File: config.mk
export PLATFORM = sky130hd
export DESIGN_NAME = rxpace_top
export DESIGN_NICKNAME = d
export VERILOG_FILES = /design/src/rtl/rxpace_pkg.sv /design/src/rtl/rxpace_ctrl.sv /design/src/rtl/rxpace_dp.sv /design/src/rtl/rxpace_top.sv
export SDC_FILE = /design/constraint.sdc
export NUM_CORES = 1
export LEC_CHECK = 0
export ABC_AREA = 1
export BUFFER_PORTS_ARGS = -buffer_cell sky130_fd_sc_hd__buf_2
export CORE_MARGIN = 2
export CORE_UTILIZATION = 30
export DETAILED_ROUTE_END_ITERATION = 8
export REMOVE_ABC_BUFFERS = 1
export SLEW_MARGIN = 40
export SYNTH_ARGS = -nofsm -noshare
export SYNTH_HDL_FRONTEND = slang
export SYNTH_SLANG_ARGS = --single-unit
File: constraint.sdc
create_clock -name clk -period 3.65 [get_ports clk]
set_clock_uncertainty 0.1 [all_clocks]
set_input_delay 0 -clock clk [delete_from_list [all_inputs] [get_ports clk]]
set_output_delay 0 -clock clk [all_outputs]
set_load 0.02 [all_outputs]
File: src/rtl/rxpace_pkg.sv
package rxpace_pkg;

  localparam int BUS_W      = 8;
  localparam int BIT_LINE   = 7;
  localparam int BIT_SAMPLE = 6;
  localparam int BIT_RUN    = 5;
  localparam int BIT_HUNT   = 4;
  localparam int BIT_IRQ    = 0;
  localparam int CMD_REARM  = 7;
  localparam int CMD_CLRIRQ = 0;

  typedef enum logic [1:0] {
    PACE_HUNT = 2'd0,
    PACE_QUAL = 2'd1,
    PACE_RUN  = 2'd2
  } paceState_t;

  typedef struct packed {
    logic acceptStart;
    logic rateTick;
    logic running;
    logic hunting;
  } paceStrobes_t;

endpackage

File: src/rtl/rxpace_ctrl.sv
module rxpace_ctrl
  import rxpace_pkg::*;
#(
  parameter int CNT_W = 16
) (
  input  logic             clk,
  input  logic             rstN,
  input  logic             rxLine,
  input  logic [CNT_W-1:0] bitPeriod,
  input  logic             rearmReq,
  output paceStrobes_t     strobes
);

  localparam logic [CNT_W-1:0] ONE = CNT_W'(1);

  paceState_t       state, stateNext;
  logic [CNT_W-1:0] spaceCnt, spaceCntNext;
  logic [CNT_W-1:0] rateCnt, rateCntNext;
  logic [CNT_W-1:0] qualTarget;
  logic [CNT_W-1:0] rateLast;
  logic             accept;
  logic             tick;

  // half-bit qualification length, never below one cycle
  always_comb begin
    qualTarget = bitPeriod >> 1;
    if (qualTarget == '0) qualTarget = ONE;
    rateLast = (bitPeriod == '0) ? '0 : bitPeriod - ONE;
  end

  always_comb begin
    stateNext    = state;
    spaceCntNext = spaceCnt;
    rateCntNext  = rateCnt;
    accept       = 1'b0;
    tick         = 1'b0;
    if (rearmReq) begin
      stateNext    = PACE_HUNT;
      spaceCntNext = '0;
      rateCntNext  = '0;
    end else begin
      unique case (state)
        PACE_HUNT: begin
          if (!rxLine) begin
            if (qualTarget == ONE) begin
              accept      = 1'b1;
              stateNext   = PACE_RUN;
              rateCntNext = '0;
            end else begin
              spaceCntNext = ONE;
              stateNext    = PACE_QUAL;
            end
          end
        end
        PACE_QUAL: begin
          if (rxLine) begin
            spaceCntNext = '0;
            stateNext    = PACE_HUNT;
          end else if (spaceCnt >= qualTarget - ONE) begin
            accept       = 1'b1;
            spaceCntNext = '0;
            rateCntNext  = '0;
            stateNext    = PACE_RUN;
          end else begin
            spaceCntNext = spaceCnt + ONE;
          end
        end
        PACE_RUN: begin
          if (rateCnt >= rateLast) begin
            tick        = 1'b1;
            rateCntNext = '0;
          end else begin
            rateCntNext = rateCnt + ONE;
          end
        end
        default: begin
          stateNext    = PACE_HUNT;
          spaceCntNext = '0;
          rateCntNext  = '0;
        end
      endcase
    end
  end

  always_ff @(posedge clk) begin
    if (!rstN) begin
      state    <= PACE_HUNT;
      spaceCnt <= '0;
      rateCnt  <= '0;
    end else begin
      state    <= stateNext;
      spaceCnt <= spaceCntNext;
      rateCnt  <= rateCntNext;
    end
  end

  always_comb begin
    strobes.acceptStart = accept;
    strobes.rateTick    = tick;
    strobes.running     = (state == PACE_RUN);
    strobes.hunting     = (state != PACE_RUN);
  end

endmodule

File: src/rtl/rxpace_dp.sv
module rxpace_dp
  import rxpace_pkg::*;
(
  input  logic             clk,
  input  logic             rstN,
  input  logic             rxLine,
  input  logic             clrReq,
  input  paceStrobes_t     strobes,
  output logic             irq,
  output logic             sampleBit,
  output logic [BUS_W-1:0] busIn
);

  logic irqQ;
  logic sampleQ;

  always_ff @(posedge clk) begin
    if (!rstN) begin
      irqQ    <= 1'b0;
      sampleQ <= 1'b1;
    end else begin
      if (strobes.acceptStart || strobes.rateTick) irqQ <= 1'b1;
      else if (clrReq)                             irqQ <= 1'b0;
      if (strobes.rateTick) sampleQ <= rxLine;
    end
  end

  always_comb begin
    busIn             = '0;
    busIn[BIT_LINE]   = rxLine;
    busIn[BIT_SAMPLE] = sampleQ;
    busIn[BIT_RUN]    = strobes.running;
    busIn[BIT_HUNT]   = strobes.hunting;
    busIn[BIT_IRQ]    = irqQ;
  end

  assign irq       = irqQ;
  assign sampleBit = sampleQ;

endmodule

File: src/rtl/rxpace_top.sv
module rxpace_top
  import rxpace_pkg::*;
#(
  parameter int CNT_W = 16
) (
  input  logic             clk,
  input  logic             rstN,
  input  logic             rxLine,
  input  logic [CNT_W-1:0] bitPeriod,
  input  logic             busOutStrobe,
  input  logic [7:0]       busOut,
  output logic [7:0]       busIn,
  output logic             irq,
  output logic             sampleBit,
  output logic             clkRunning
);

  paceStrobes_t ctlStrobes;
  logic         rearmReq;
  logic         clrReq;

  assign rearmReq = busOutStrobe && busOut[CMD_REARM];
  assign clrReq   = busOutStrobe && busOut[CMD_CLRIRQ];

  rxpace_ctrl #(.CNT_W(CNT_W)) uCtrl (
    .clk      (clk),
    .rstN     (rstN),
    .rxLine   (rxLine),
    .bitPeriod(bitPeriod),
    .rearmReq (rearmReq),
    .strobes  (ctlStrobes)
  );

  rxpace_dp uDp (
    .clk      (clk),
    .rstN     (rstN),
    .rxLine   (rxLine),
    .clrReq   (clrReq),
    .strobes  (ctlStrobes),
    .irq      (irq),
    .sampleBit(sampleBit),
    .busIn    (busIn)
  );

  assign clkRunning = ctlStrobes.running;

endmodule

==> results of run 1 <==
## how the worst max path moves through the flow
| stage | depth (start not counted) | to | slack (ns) |
|---|---|---|---|
| 3_5_place_dp | 21 | uCtrl.rateCnt[15] | 0.43 |
| 6_report | 18 | uDp.irq | 0.40 |
| 2_1_floorplan | 14 | uDp.sampleBit | 1.00 |
| 5_1_grt | 18 | uDp.irq | 0.08 |
| 4_1_cts | 18 | uDp.irq | 0.41 |
| 3_3_place_gp | 21 | uCtrl.rateCnt[8] | 0.53 |
## layout make-up
type                            instances  area share (%)
Sequential cell                        36            17.9
Clock buffer                            8            3.63
Multi-Input combinational cell        425            63.3
Tap cell                              143            4.44
Timing Repair Buffer                   36            5.16
Inverter                               60            5.59
## layout by cell type, fill, tap and decap left out, types with 2 or more instances in the layout
cell / n
nor2_1: 62
clkbuf_16: 5
xnor2_1: 7
nor2_4: 4
nand4_1: 27
o21a_1: 4
nor3_1: 8
nand2_4: 3
buf_4: 3
o21bai_1: 2
buf_2: 29
nor3_2: 2
xor2_1: 31
or2_2: 2
dlygate4sd3_1: 4
ha_1: 37
conb_1: 4
nor4_1: 2
dfxtp_1: 36
clkbuf_1: 2
nand3b_1: 3
nand2_2: 15
o21ai_0: 7
nand3_2: 2
inv_1: 59
nor2_2: 8
nand2_1: 121
a21oi_2: 12
a21oi_1: 31
nand3_1: 24
## state kept, by name (all words and copies together) (netlist names)
register	count
uDp.sampleBit	1
uCtrl.rateCnt	16
uCtrl.spaceCnt	16
uDp.irq	1
uCtrl.state	2
## report_power, final
part           internal [mW]  total [mW]  switching (mW)
clock network          0.272       0.433           0.161
registers              0.397       0.401         0.00459
logic                 0.0556       0.168           0.113
total                  0.724        1.00           0.278
## worst reg2reg max path, stage by stage (launching register included)
cell and delay, ns:
dfxtp_1 0.36, ha_1 0.35, nand4_1 0.13, nor3_2 0.27, nand3_1 0.12, buf_4 0.23
nand3b_1 0.15, nand2_1 0.08, nand3_1 0.08, nand2_1 0.04, dlygate4sd3_1 0.55, inv_1 0.05
## routing by layer
metal,wire length (microns),global-route usage (%)
met1,4500,19.3
met5,0,0
met4,148,4.80
met3,407,2.36
met2,3750,21.7
## cells by family after synthesis
kind of cell,after synthesis,share of synthesized area [%]
AND/OR/NAND/NOR,286,38.0
flip-flops,36,20.1
XOR/XNOR,38,9.29
other,2,0.210
adder cells (fa/ha/maj),37,12.9
buffers and inverters,75,9.08
AO/OA/AOI/OAI,60,10.4
## repair_timing
| item | CTS | global route |
|---|---|---|
| hold endpoints to repair | 2 | 0 |
| endpoints found under the setup margin | 0 | 0 |
| hold buffers | 4 | 0 |
==> results.rst, run 1 <==
.. list-table::
   :header-rows: 1

   * - Metric
     - Value
   * - Status
     - completed
   * - Ordered cell list for the critical path
     - buf_2, inv_1, ha_1, nand2_1, nor4_4, nand2_1, nand3b_1, ha_1, nand4_1, nor3_2, nand3_1, buf_4, nand3b_1, nand2_1, nand3_1, nand2_1, dlygate4sd3_1, inv_1
   * - Final hold slack
     - 0.00936 ns
   * - Buffer type at the clock tree root
     - clkbuf_16
   * - Final weighted congestion in routability-driven placement
     - 0.875
   * - Hold Fails Final Rpt
     - 0
   * - Number of antenna-violating nets in the routed design
     - 0
   * - Final standard cell utilization of the core
     - 35.0%
   * - Number of top-level pins
     - 39
   * - Global-route wire length before repair
     - 14.6 mm
   * - Slew at the pin closest to its max-slew limit
     - 0.521 ns
   * - Peak supply drop
     - 0.155 mV
   * - Buffer depth of the longest clock path
     - 2
   * - Inserted Diodes
     - 0
   * - Via count of the first global-routing pass
     - 3189
   * - Die width
     - 113 microns
   * - DRT iter0 DRCs
     - 215
   * - Standard cell with the maximum stage delay on the critical path
     - dlygate4sd3_1
   * - Worst setup path startpoint
     - bitPeriod[1]
   * - Minimum period implied by the final worst setup slack
     - 3.25 ns
   * - Path depth of the worst reg2reg path
     - 11
   * - Clock insertion delay at the later pin of the skew report
     - 0.28 ns
   * - Netlist area before placement
     - 0.00358 sq mm
   * - Sum of net half-perimeters after detailed placement
     - 6.92 mm
   * - Final worst slack
     - 0.395 ns
   * - Placed cell areas
     - 0.00384 sq mm
   * - Kind of cell adding the most delay to the critical path
     - simple AND/OR/NAND/NOR gates
   * - CTS H-tree depth
     - 2
   * - Max-cap violations
     - 0
   * - Sequential standard cell area
     - 721 sq um
   * - Final setup violation count
     - 0
   * - Combined area of the multi-input logic cells
     - 0.00255 sq mm
   * - Clock slew at the register clock pins of the worst setup and hold paths
     - 0.05 ns
   * - Pin count of the biggest net entering global routing
     - 22
   * - Cell type contributing the most total cell area after synthesis
     - dfxtp_1
   * - Number of buffers inserted by port buffering
     - 29
   * - Yosys warns
     - 0
   * - Commonest cells in the synthesized netlist
     - nand2_1 (121), nor2_1 (62), inv_1 (59)
   * - Leakage power summed over all cells
     - 1.80 nW
   * - Crit Path Class
     - primary input to flop
   * - Layout cell share with drive strength beyond 1
     - 15.9%
   * - Critical path fanouts, max
     - 17
   * - Buffers and inverters on the worst path
     - 5
   * - Vias post-DR
     - 3468
   * - Arrival time at the worst endpoint
     - 3.38 ns
   * - RSZ-0062 raised after global routing
     - no
   * - Share of the cycle needed by the critical path after routing
     - 89.2%
   * - Yosys top cell area share
     - 20.1%
   * - Final std cell area, no fill
     - 0.00403 sq mm
   * - Number of antenna violations at the first check in global routing
     - 0
   * - Per-cell via count in the routed design
     - 4.90
   * - Count of non-filler cells in the finished layout
     - 708
   * - Critical Path RT
     - 3.78 ns
   * - Combined global-route utilization of all metal layers
     - 13.9%
   * - Flops & latches, synth
     - 36
   * - Mean area per synthesized cell
     - 6.71 sq um
   * - Setup TNS
     - 0 ns
   * - Total setup buffers inserted after CTS
     - 0
   * - Post-synth ARST share
     - 0%
   * - # DRC
     - 0
   * - Cell row count
     - 39
   * - Min-Delay Path Depth
     - 5
   * - Effective utilization at floorplan
     - 31.1%
   * - Total power
     - 1.00 mW
   * - Placed Instances
     - 696
   * - Class of the most critical hold timing path
     - primary input to flop
   * - Die Area
     - 0.0128 sq mm
   * - Max-slew violation total from the final report
     - 0
   * - Endpoint of the most critical register-to-register path
     - uDp.irq
   * - Routed len/inst
     - 12.4 microns
   * - Clk sinks
     - 36
   * - Core Footprint
     - 0.0115 sq mm
   * - Area overhead of the layout relative to synthesis
     - 12.4%
   * - Most used DFF post-synth
     - dfxtp_1
   * - Power density of the placed cells
     - 249 mW/mm^2
   * - Setup crit end kind
     - flop
   * - Top post-synthesis cells by area
     - dfxtp_1 (20%), ha_1 (13%), nand2_1 (13%), xor2_1 (7.6%), nor2_1 (6.5%)
   * - Count of nets after finishing
     - 629
   * - Kind of start point of the critical path
     - primary input
   * - RR Startpoint
     - uCtrl.rateCnt[11]
   * - Part of the Yosys area used for sequential elements
     - 20.1%
   * - Number of buffers created by CTS
     - 5
   * - Fill cells
     - 1220
   * - Number of synthesized flops with an enable pin
     - 0
   * - DIE HEIGHT
     - 113 microns
   * - Launch instance of the worst min-delay path
     - busOut[7]
   * - Upper clock frequency limit
     - 307 MHz
   * - Max stage delay on crit path
     - 0.55 ns
   * - Total wirelength of the detailed-routed design
     - 8.81 mm
   * - Remaining Overflow, GRT
     - 0
   * - Distinct cell type count after synthesis
     - 37
   * - Post-cts repair resize count
     - 0
   * - Drt pass-1 iters
     - 4
   * - CTS tree
     - yes
   * - Worst slew slack as a fraction of its limit
     - 65.0%
   * - Synthesized instance count
     - 534
   * - Worst-case setup slack after placement
     - 0.431 ns
   * - Library cell with the highest instance count after synthesis
     - nand2_1
   * - Cell with the most instances on the worst path
     - nand2_1
   * - Worst Hold Endpoint
     - uDp.sampleBit
   * - Register-to-register setup slack
     - 1.09 ns
No activity file was read; power rests on OpenSTA's default activity.
==> run 2, diff against run 1 <==
--- a/config.mk
+++ b/config.mk
@@ -8,7 +8,7 @@
 export ABC_AREA = 1
 export BUFFER_PORTS_ARGS = -buffer_cell sky130_fd_sc_hd__buf_2
 export CORE_MARGIN = 2
-export CORE_UTILIZATION = 30
+export CORE_UTILIZATION = 45
 export DETAILED_ROUTE_END_ITERATION = 8
 export REMOVE_ABC_BUFFERS = 1
 export SLEW_MARGIN = 40
==> run 2 against run 1 <==
Largest power group is now sequential cells. Combinational power barely moved. Fmax rose by 4.5%. Sequential share of layout area rose by 0.54 points. Final cell count fell by 5.9%. Clock power fell by 30%. Routed wire length fell by 4.4%. Largest cell class unchanged.
==> results.rst, run 2 (synthesized netlist as in run 1, its figures left out) <==
.. list-table::
   :header-rows: 1

   * - Metric
     - Value
   * - Total setup buffers inserted after CTS
     - 0 (unchanged)
   * - Final hold slack
     - 0.0131 ns (+0.00372 ns)
   * - Count of nets after finishing
     - 628 (-0.16%)
   * - DRT iter0 DRCs
     - 183 (-15%)
   * - CTS tree
     - yes
   * - Total wirelength of the detailed-routed design
     - 8.42 mm (-4.4%)
   * - RSZ-0062 raised after global routing
     - no
   * - DIE HEIGHT
     - 93.2 microns (-18%)
   * - Area overhead of the layout relative to synthesis
     - 9.15%
   * - Seq pwr share
     - 46.1% (+6.1 points)
   * - Endpoint of the most critical register-to-register path
     - uDp.sampleBit
   * - Clock insertion delay at the later pin of the skew report
     - 0.29 ns (about the same)
   * - Final setup violation count
     - 0 (unchanged)
   * - Max-cap violations
     - 0 (unchanged)
   * - Number of top-level pins
     - 39 (unchanged)
   * - Buffer depth of the longest clock path
     - 2 (unchanged)
   * - Final std cell area, no fill
     - 0.00391 sq mm (-2.9%)
   * - Combined global-route utilization of all metal layers
     - 20.8% (+6.9 points)
   * - Die width
     - 93.2 microns (-18%)
   * - Setup crit end kind
     - flop
   * - Clk sinks
     - 36 (unchanged)
   * - Hold Fails Final Rpt
     - 0 (unchanged)
   * - Arrival time at the worst endpoint
     - 3.19 ns (-0.19 ns)
   * - Drt pass-1 iters
     - 4 (unchanged)
   * - Critical Path RT
     - 3.73 ns (-0.05 ns)
   * - Status
     - completed
   * - Class of the most critical hold timing path
     - primary input to flop
   * - Via count of the first global-routing pass
     - 3110 (-2.5%)
   * - Sw Share
     - 30.3% (+2.5 points)
   * - Crit Path Class
     - primary input to flop
   * - # DRC
     - 0 (unchanged)
   * - Upper clock frequency limit
     - 321 MHz (+4.5%)
   * - Leading cell types in the layout, fill and taps excluded
     - nand2_1 (121), nor2_1 (62), inv_1 (59), ha_1 (37), dfxtp_1 (36)
   * - Register-to-register setup slack
     - 1.24 ns (+0.15 ns)
   * - Clock network power share
     - 34.8% (-8.4 points)
   * - Number of buffers created by CTS
     - 5 (unchanged)
   * - Path depth of the worst reg2reg path
     - 9 (-2)
   * - Number of buffers inserted by port buffering
     - 29 (unchanged)
   * - Gate power share
     - 19.1% (+2.3 points)
   * - Max-slew violation total from the final report
     - 0 (unchanged)
   * - Clock slew at the register clock pins of the worst setup and hold paths
     - 0.07 ns (+0.02 ns)
   * - Critical path fanouts, max
     - 13 (-4)
   * - Final standard cell utilization of the core
     - 50.6% (+16 points)
   * - Core Footprint
     - 0.00773 sq mm (-33%)
   * - Power density of the placed cells
     - 222 mW/mm^2 (-11%)
   * - Per-cell via count in the routed design
     - 5.15 (+5.0%)
   * - Remaining Overflow, GRT
     - 0 (unchanged)
   * - Combined area of the multi-input logic cells
     - 0.00255 sq mm (unchanged)
   * - Global-route wire length before repair
     - 14.5 mm (-1.0%)
   * - Cell row count
     - 32 (-18%)
   * - RR Startpoint
     - uCtrl.rateCnt[11]
   * - Share of the cycle needed by the critical path after routing
     - 85.3% (-3.9 points)
   * - Effective utilization at floorplan
     - 46.4% (+15 points)
   * - Final weighted congestion in routability-driven placement
     - 0.856 (-2.2%)
   * - Routed len/inst
     - 12.6 microns (+1.6%)
   * - Vias post-DR
     - 3427 (-1.2%)
   * - Placed cell areas
     - 0.00379 sq mm (-1.3%)
   * - Fill cells
     - 838 (-31%)
   * - Sum of net half-perimeters after detailed placement
     - 6.73 mm (-2.8%)
   * - CTS H-tree depth
     - 2 (unchanged)
   * - Leakage power summed over all cells
     - 1.77 nW (-1.5%)
   * - Layout cell share with drive strength beyond 1
     - 16.0% (+0.028 points)
   * - Internal power of the cells
     - 0.605 mW (-16%)
   * - Die Area
     - 0.00869 sq mm (-32%)
   * - Peak supply drop
     - 0.0952 mV (-38%)
   * - Kind of start point of the critical path
     - primary input
   * - Buffer type at the clock tree root
     - clkbuf_8
   * - Net switching power
     - 0.263 mW (-5.5%)
   * - Launch instance of the worst min-delay path
     - busOutStrobe
   * - Number of antenna violations at the first check in global routing
     - 0 (unchanged)
   * - Pin count of the biggest net entering global routing
     - 22 (unchanged)
   * - Setup TNS
     - 0 ns (unchanged)
   * - Largest registers in the final layout
     - uCtrl.rateCnt (16), uCtrl.spaceCnt (16), uCtrl.state (2)
   * - Inserted Diodes
     - 0 (unchanged)
   * - Minimum period implied by the final worst setup slack
     - 3.11 ns (-0.141 ns)
   * - Min-Delay Path Depth
     - 6 (+1)
   * - Number of antenna-violating nets in the routed design
     - 0 (unchanged)
   * - Most common cell after layout, fill and taps aside
     - nand2_1
   * - Worst Hold Endpoint
     - uDp.irq
   * - Sequential standard cell area
     - 721 sq um (unchanged)
run 2: cell types whose count changed in the layout (fill, tap and decap cells not counted):
cell and delta:
clkbuf_16 -5, clkbuf_8 +5, dlygate4sd3_1 -1
run 2: repair_timing:
action                    CTS  global route
hold endpoints to repair    2             0
hold buffers                3             0
gates resized for setup     0             0
run 2: worst max-delay path by stage:
stage	startpoint	cells past startpoint	slack [ns]	end
detailed placement	bitPeriod[13]	21	0.48	uCtrl.rateCnt[8]
global route	bitPeriod[1]	16	0.12	uDp.sampleBit
finish	bitPeriod[1]	16	0.54	uDp.sampleBit
floorplan	bitPeriod[1]	14	1.00	uDp.sampleBit
CTS	bitPeriod[1]	16	0.56	uDp.sampleBit
global placement	bitPeriod[13]	21	0.50	uCtrl.rateCnt[15]
run 2: layout make-up:
type                    instances  area share, %
multi-input cells             425           65.2
clock buffers                   8           2.30
inverters                      60           5.76
repair buffers                 35           5.05
well taps                     102           3.26
flip-flops and latches         36           18.4
run 2: worst max-delay path: stages:
cell and delay [ns]:
buf_2 0.10, inv_1 0.08, ha_1 0.18, nand2_1 0.13, nor4_4 0.47, nand2_1 0.36
nand3b_1 0.21, ha_1 0.18, nand4_1 0.14, nor3_2 0.26, nand3_1 0.15, nand3b_1 0.17
nand2_1 0.09, nand2_1 0.07, nand3_1 0.07, dlygate4sd3_1 0.55
run 2: metal layers:
| layer | routed length, microns | up-vias | track usage (%) |
|---|---|---|---|
| li1 | - | 1802 | - |
| met1 | 4550 | 1554 | 31.6 |
| met2 | 3540 | 69 | 31.4 |
| met3 | 290 | 2 | 2.66 |
| met4 | 38 | 0 | 4.04 |
| met5 | 0 | - | 0 |
run 2: power groups by stage:
stage | clock network [mW] | logic [mW] | registers (mW)
2_1_floorplan | 0 | 0.110 | 0.409
3_3_place_gp | 0 | 0.162 | 0.409
3_5_place_dp | 0 | 0.165 | 0.409
4_1_cts | 0.313 | 0.167 | 0.400
5_1_grt | 0.323 | 0.191 | 0.401
6_report | 0.302 | 0.166 | 0.400
run 2: through the flow:
step / total power, mW / setup WS (ns) / std cells
after global placement: 0.571 / 0.500 / 655
after global routing: 0.914 / 0.122 / 666
after detailed placement: 0.574 / 0.485 / 655
final: 0.868 / 0.536 / 666
after CTS: 0.879 / 0.556 / 666
after floorplan: 0.519 / 1.00 / 521
==> run 3, diff against run 2 <==
--- a/config.mk
+++ b/config.mk
@@ -5,8 +5,8 @@
 export SDC_FILE = /design/constraint.sdc
 export NUM_CORES = 1
 export LEC_CHECK = 0
-export ABC_AREA = 1
 export BUFFER_PORTS_ARGS = -buffer_cell sky130_fd_sc_hd__buf_2
+export CORE_ASPECT_RATIO = 0.5
 export CORE_MARGIN = 2
 export CORE_UTILIZATION = 45
 export DETAILED_ROUTE_END_ITERATION = 8
==> run 3 against run 2 <==
Non-clock buffer count increased by 21. Final cell count decreased by 16%. Utilization increased by 6.5 points. Combinational power increased by 7%. Register-to-register slack got worse by 0.27 ns. First-iteration DRC count increased by 25%. Sequential cell count unchanged. Area after synthesis decreased by 10%. Routed wire length decreased by 1.7%. Sequential share of layout area increased by 0.11 points. Largest cell class unchanged. Highest routed layer unchanged.
==> results.rst, run 3 <==
.. list-table::
   :header-rows: 1

   * - Metric
     - Value
   * - Number of buffers inserted by port buffering
     - 29 (unchanged)
   * - Routed len/inst
     - 14.8 microns (+17%)
   * - Hold Fails Final Rpt
     - 0 (unchanged)
   * - Net switching power
     - 0.265 mW (+0.72%)
   * - Total wirelength of the detailed-routed design
     - 8.28 mm (-1.7%)
   * - Sum of net half-perimeters after detailed placement
     - 6.32 mm (-6.1%)
   * - Most used DFF post-synth
     - dfxtp_1
   * - Effective utilization at floorplan
     - 47.4% (+1.0 points)
   * - Count of nets after finishing
     - 531 (-15%)
   * - Synthesized instance count
     - 427 (-20%)
   * - Clock slew at the register clock pins of the worst setup and hold paths
     - 0.05 ns (-0.02 ns)
   * - Max-cap violations
     - 0 (unchanged)
   * - Via count of the first global-routing pass
     - 3095 (-0.48%)
   * - RSZ-0062 raised after global routing
     - yes
   * - Power density of the placed cells
     - 259 mW/mm^2 (+17%)
   * - Commonest cells in the synthesized netlist
     - nand2_1 (56), nor2_1 (39), ha_1 (37)
   * - Crit Path Class
     - primary input to flop
   * - Final setup violation count
     - 0 (unchanged)
   * - Buffer type at the clock tree root
     - clkbuf_16
   * - Number of synthesized flops with an enable pin
     - 0 (unchanged)
   * - Inserted Diodes
     - 0 (unchanged)
   * - Top post-synthesis cells by area
     - dfxtp_1 (22%), ha_1 (14%), nand2_1 (6.5%), xor2_1 (5.2%), nand3_1 (4.7%)
   * - Setup crit end kind
     - flop
   * - Share of the cycle needed by the critical path after routing
     - 96.1% (+11 points)
   * - Worst slew slack as a fraction of its limit
     - 56.8%
   * - Max-slew violation total from the final report
     - 0 (unchanged)
   * - Drt pass-1 iters
     - 4 (unchanged)
   * - Die width
     - 124 microns (+33%)
   * - Number of top-level pins
     - 39 (unchanged)
   * - Status
     - completed
   * - Pin count of the biggest net entering global routing
     - 18 (-18%)
   * - Per-cell via count in the routed design
     - 5.54 (+7.6%)
   * - Yosys warns
     - 0 (unchanged)
   * - DIE HEIGHT
     - 63.9 microns (-32%)
   * - Cell type contributing the most total cell area after synthesis
     - dfxtp_1
   * - Clock network power share
     - 42.7% (+7.9 points)
   * - Number of antenna-violating nets in the routed design
     - 0 (unchanged)
   * - Area overhead of the layout relative to synthesis
     - 20.6%
   * - Distinct cell type count after synthesis
     - 49 (+32%)
   * - Upper clock frequency limit
     - 285 MHz (-11%)
   * - Cell row count
     - 21 (-34%)
   * - Worst-case setup slack after placement
     - -0.247 ns (-0.732 ns)
   * - Arrival time at the worst endpoint
     - 3.63 ns (+0.44 ns)
   * - Final weighted congestion in routability-driven placement
     - 0.834 (-2.6%)
   * - Leading cell types in the layout, fill and taps excluded
     - nand2_1 (54), ha_1 (36), dfxtp_1 (36), buf_2 (29)
   * - Slew at the pin closest to its max-slew limit
     - 0.642 ns
   * - Library cell with the highest instance count after synthesis
     - nand2_1
   * - Placed cell areas
     - 0.00351 sq mm (-7.2%)
   * - Number of buffers created by CTS
     - 5 (unchanged)
   * - Peak supply drop
     - 0.220 mV (+130%)
   * - Yosys top cell area share
     - 22.4% (+2.2 points)
   * - Minimum period implied by the final worst setup slack
     - 3.51 ns (+0.392 ns)
   * - DRT iter0 DRCs
     - 228 (+25%)
   * - Leakage power summed over all cells
     - 1.49 nW (-16%)
   * - Vias post-DR
     - 3095 (-9.7%)
   * - Part of the Yosys area used for sequential elements
     - 22.4% (+2.2 points)
   * - Clock insertion delay at the later pin of the skew report
     - 0.28 ns (about the same)
   * - Layout cell share with drive strength beyond 1
     - 20.6% (+4.6 points)
   * - Gate power share
     - 17.6% (-1.5 points)
   * - # DRC
     - 0 (unchanged)
   * - Mean area per synthesized cell
     - 7.55 sq um (+13%)
   * - Final hold slack
     - 0.0748 ns (+0.0617 ns)
   * - Final standard cell utilization of the core
     - 57.1% (+6.5 points)
   * - Critical path fanouts, max
     - 7 (-6)
   * - CTS tree
     - yes
   * - Global-route wire length before repair
     - 13.8 mm (-4.5%)
   * - Remaining Overflow, GRT
     - 0 (unchanged)
   * - Sw Share
     - 26.3% (-4.0 points)
   * - CTS H-tree depth
     - 2 (unchanged)
   * - Final std cell area, no fill
     - 0.00389 sq mm (-0.58%)
   * - Core Footprint
     - 0.00681 sq mm (-12%)
   * - Seq pwr share
     - 39.6% (-6.5 points)
   * - Number of antenna violations at the first check in global routing
     - 0 (unchanged)
   * - Clk sinks
     - 36 (unchanged)
   * - Class of the most critical hold timing path
     - primary input to flop
   * - Netlist area before placement
     - 0.00322 sq mm (-10%)
   * - Fill cells
     - 643 (-23%)
   * - Internal power of the cells
     - 0.743 mW (+23%)
   * - Most common cell after layout, fill and taps aside
     - nand2_1
   * - Final worst slack
     - 0.144 ns (-0.392 ns)
   * - Largest registers in the final layout
     - uCtrl.rateCnt (16), uCtrl.spaceCnt (16), uCtrl.state (2)
   * - Critical Path RT
     - 3.78 ns (+0.05 ns)
   * - Combined global-route utilization of all metal layers
     - 22.1% (+1.3 points)
   * - Flops & latches, synth
     - 36 (unchanged)
   * - Post-synth ARST share
     - 0% (unchanged)
   * - Die Area
     - 0.00790 sq mm (-9.1%)
   * - Kind of start point of the critical path
     - primary input
   * - Buffer depth of the longest clock path
     - 2 (unchanged)
   * - Register-to-register setup slack
     - 0.97 ns (-0.27 ns)
[run 3: cell count changes after synthesis, sizes merged, moves of 6 or more]
cell | previous run | this run
nand2 | 139 | 58
nor2 | 74 | 39
inv | 60 | 26
a21oi | 43 | 17
nand4 | 28 | 15
o221ai | 0 | 12
xor2 | 31 | 19
xnor2 | 7 | 17
clkbuf | 4 | 13
nor3 | 10 | 19
nand2b | 0 | 6
nor4 | 3 | 9
[run 3: worst paths after layout]
kind                            depth (start not counted)              from           endpoint
worst min-delay path                                    4         busOut[7]     uCtrl.state[1]
worst max-delay path                                   20     bitPeriod[12]  uCtrl.spaceCnt[1]
worst min register to register                          2           uDp.irq            uDp.irq
worst max register to register                          8  uCtrl.rateCnt[3]      uDp.sampleBit
[run 3: final cells by class]
cell class	instances	area, sq um	area share, %
tap	92	115	2.96
sequential	36	721	18.5
clock buffer	8	146	3.76
inverter	26	97.6	2.51
multi-input combinational	341	2410	61.9
timing repair buffer	56	400	10.3
[run 3: cells by family (layout without fill, tap and decap cells)]
logic type | Yosys count | in the layout | synth area share (%)
simple gates | 194 | 194 | 29.5
mux | 2 | 2 | 0.621
fa+ha+maj | 37 | 37 | 14.4
flops | 36 | 36 | 22.4
buf+inv | 52 | 90 | 7.95
xor+xnor | 36 | 36 | 9.78
other cells | 2 | 4 | 0.233
compound gates | 68 | 68 | 15.2
[run 3: worst max-delay path, cell delays in order]
cell and delay (ns):
buf_2 0.11, or4_4 0.53, or3_4 0.43, nor3b_4 0.21, nand2_1 0.09, nand2_2 0.08
inv_2 0.05, ha_4 0.16, nand3_2 0.06, or3_4 0.13, nor3_2 0.04, xnor2_1 0.19
ha_1 0.26, nand4_1 0.09, o211ai_1 0.15, nor4_2 0.36, nand3_1 0.16, a21o_1 0.27
clkbuf_16 0.20, nor2_4 0.07
[run 3: stage by stage]
| step | power (mW) | TNS [ns] | std cells |
|---|---|---|---|
| final | 1.01 | 0 | 559 |
| after global routing | 1.06 | -0.805 | 559 |
| after CTS | 1.00 | 0 | 556 |
| after detailed placement | 0.567 | -6.07 | 544 |
| after global placement | 0.564 | -3.25 | 544 |
| after floorplan | 0.493 | -0.913 | 403 |
[run 3: power by group through the flow]
stage	combinational (mW)	sequential, mW	clock, mW
final	0.178	0.399	0.431
after global routing	0.198	0.399	0.467
after CTS	0.163	0.399	0.441
after detailed placement	0.159	0.408	0
after global placement	0.156	0.408	0
after floorplan	0.0855	0.408	0
[run 3: timing repair]
action,4_1_cts,5_1_grt
setup endpoints to repair,0,36
hold buffers,4,0
endpoints found under the hold margin,2,0
gates resized for setup,0,35
buffers inserted,0,2
[run 3: per-layer routing]
metal  up-vias  share of wire (%)  global-route usage, %
met5         -                  0                      0
met4         0               0.71                   4.83
met3         7                3.7                   4.82
met2        41                 48                   37.4
met1      1456                 48                   28.7
li1       1591                  -                      -
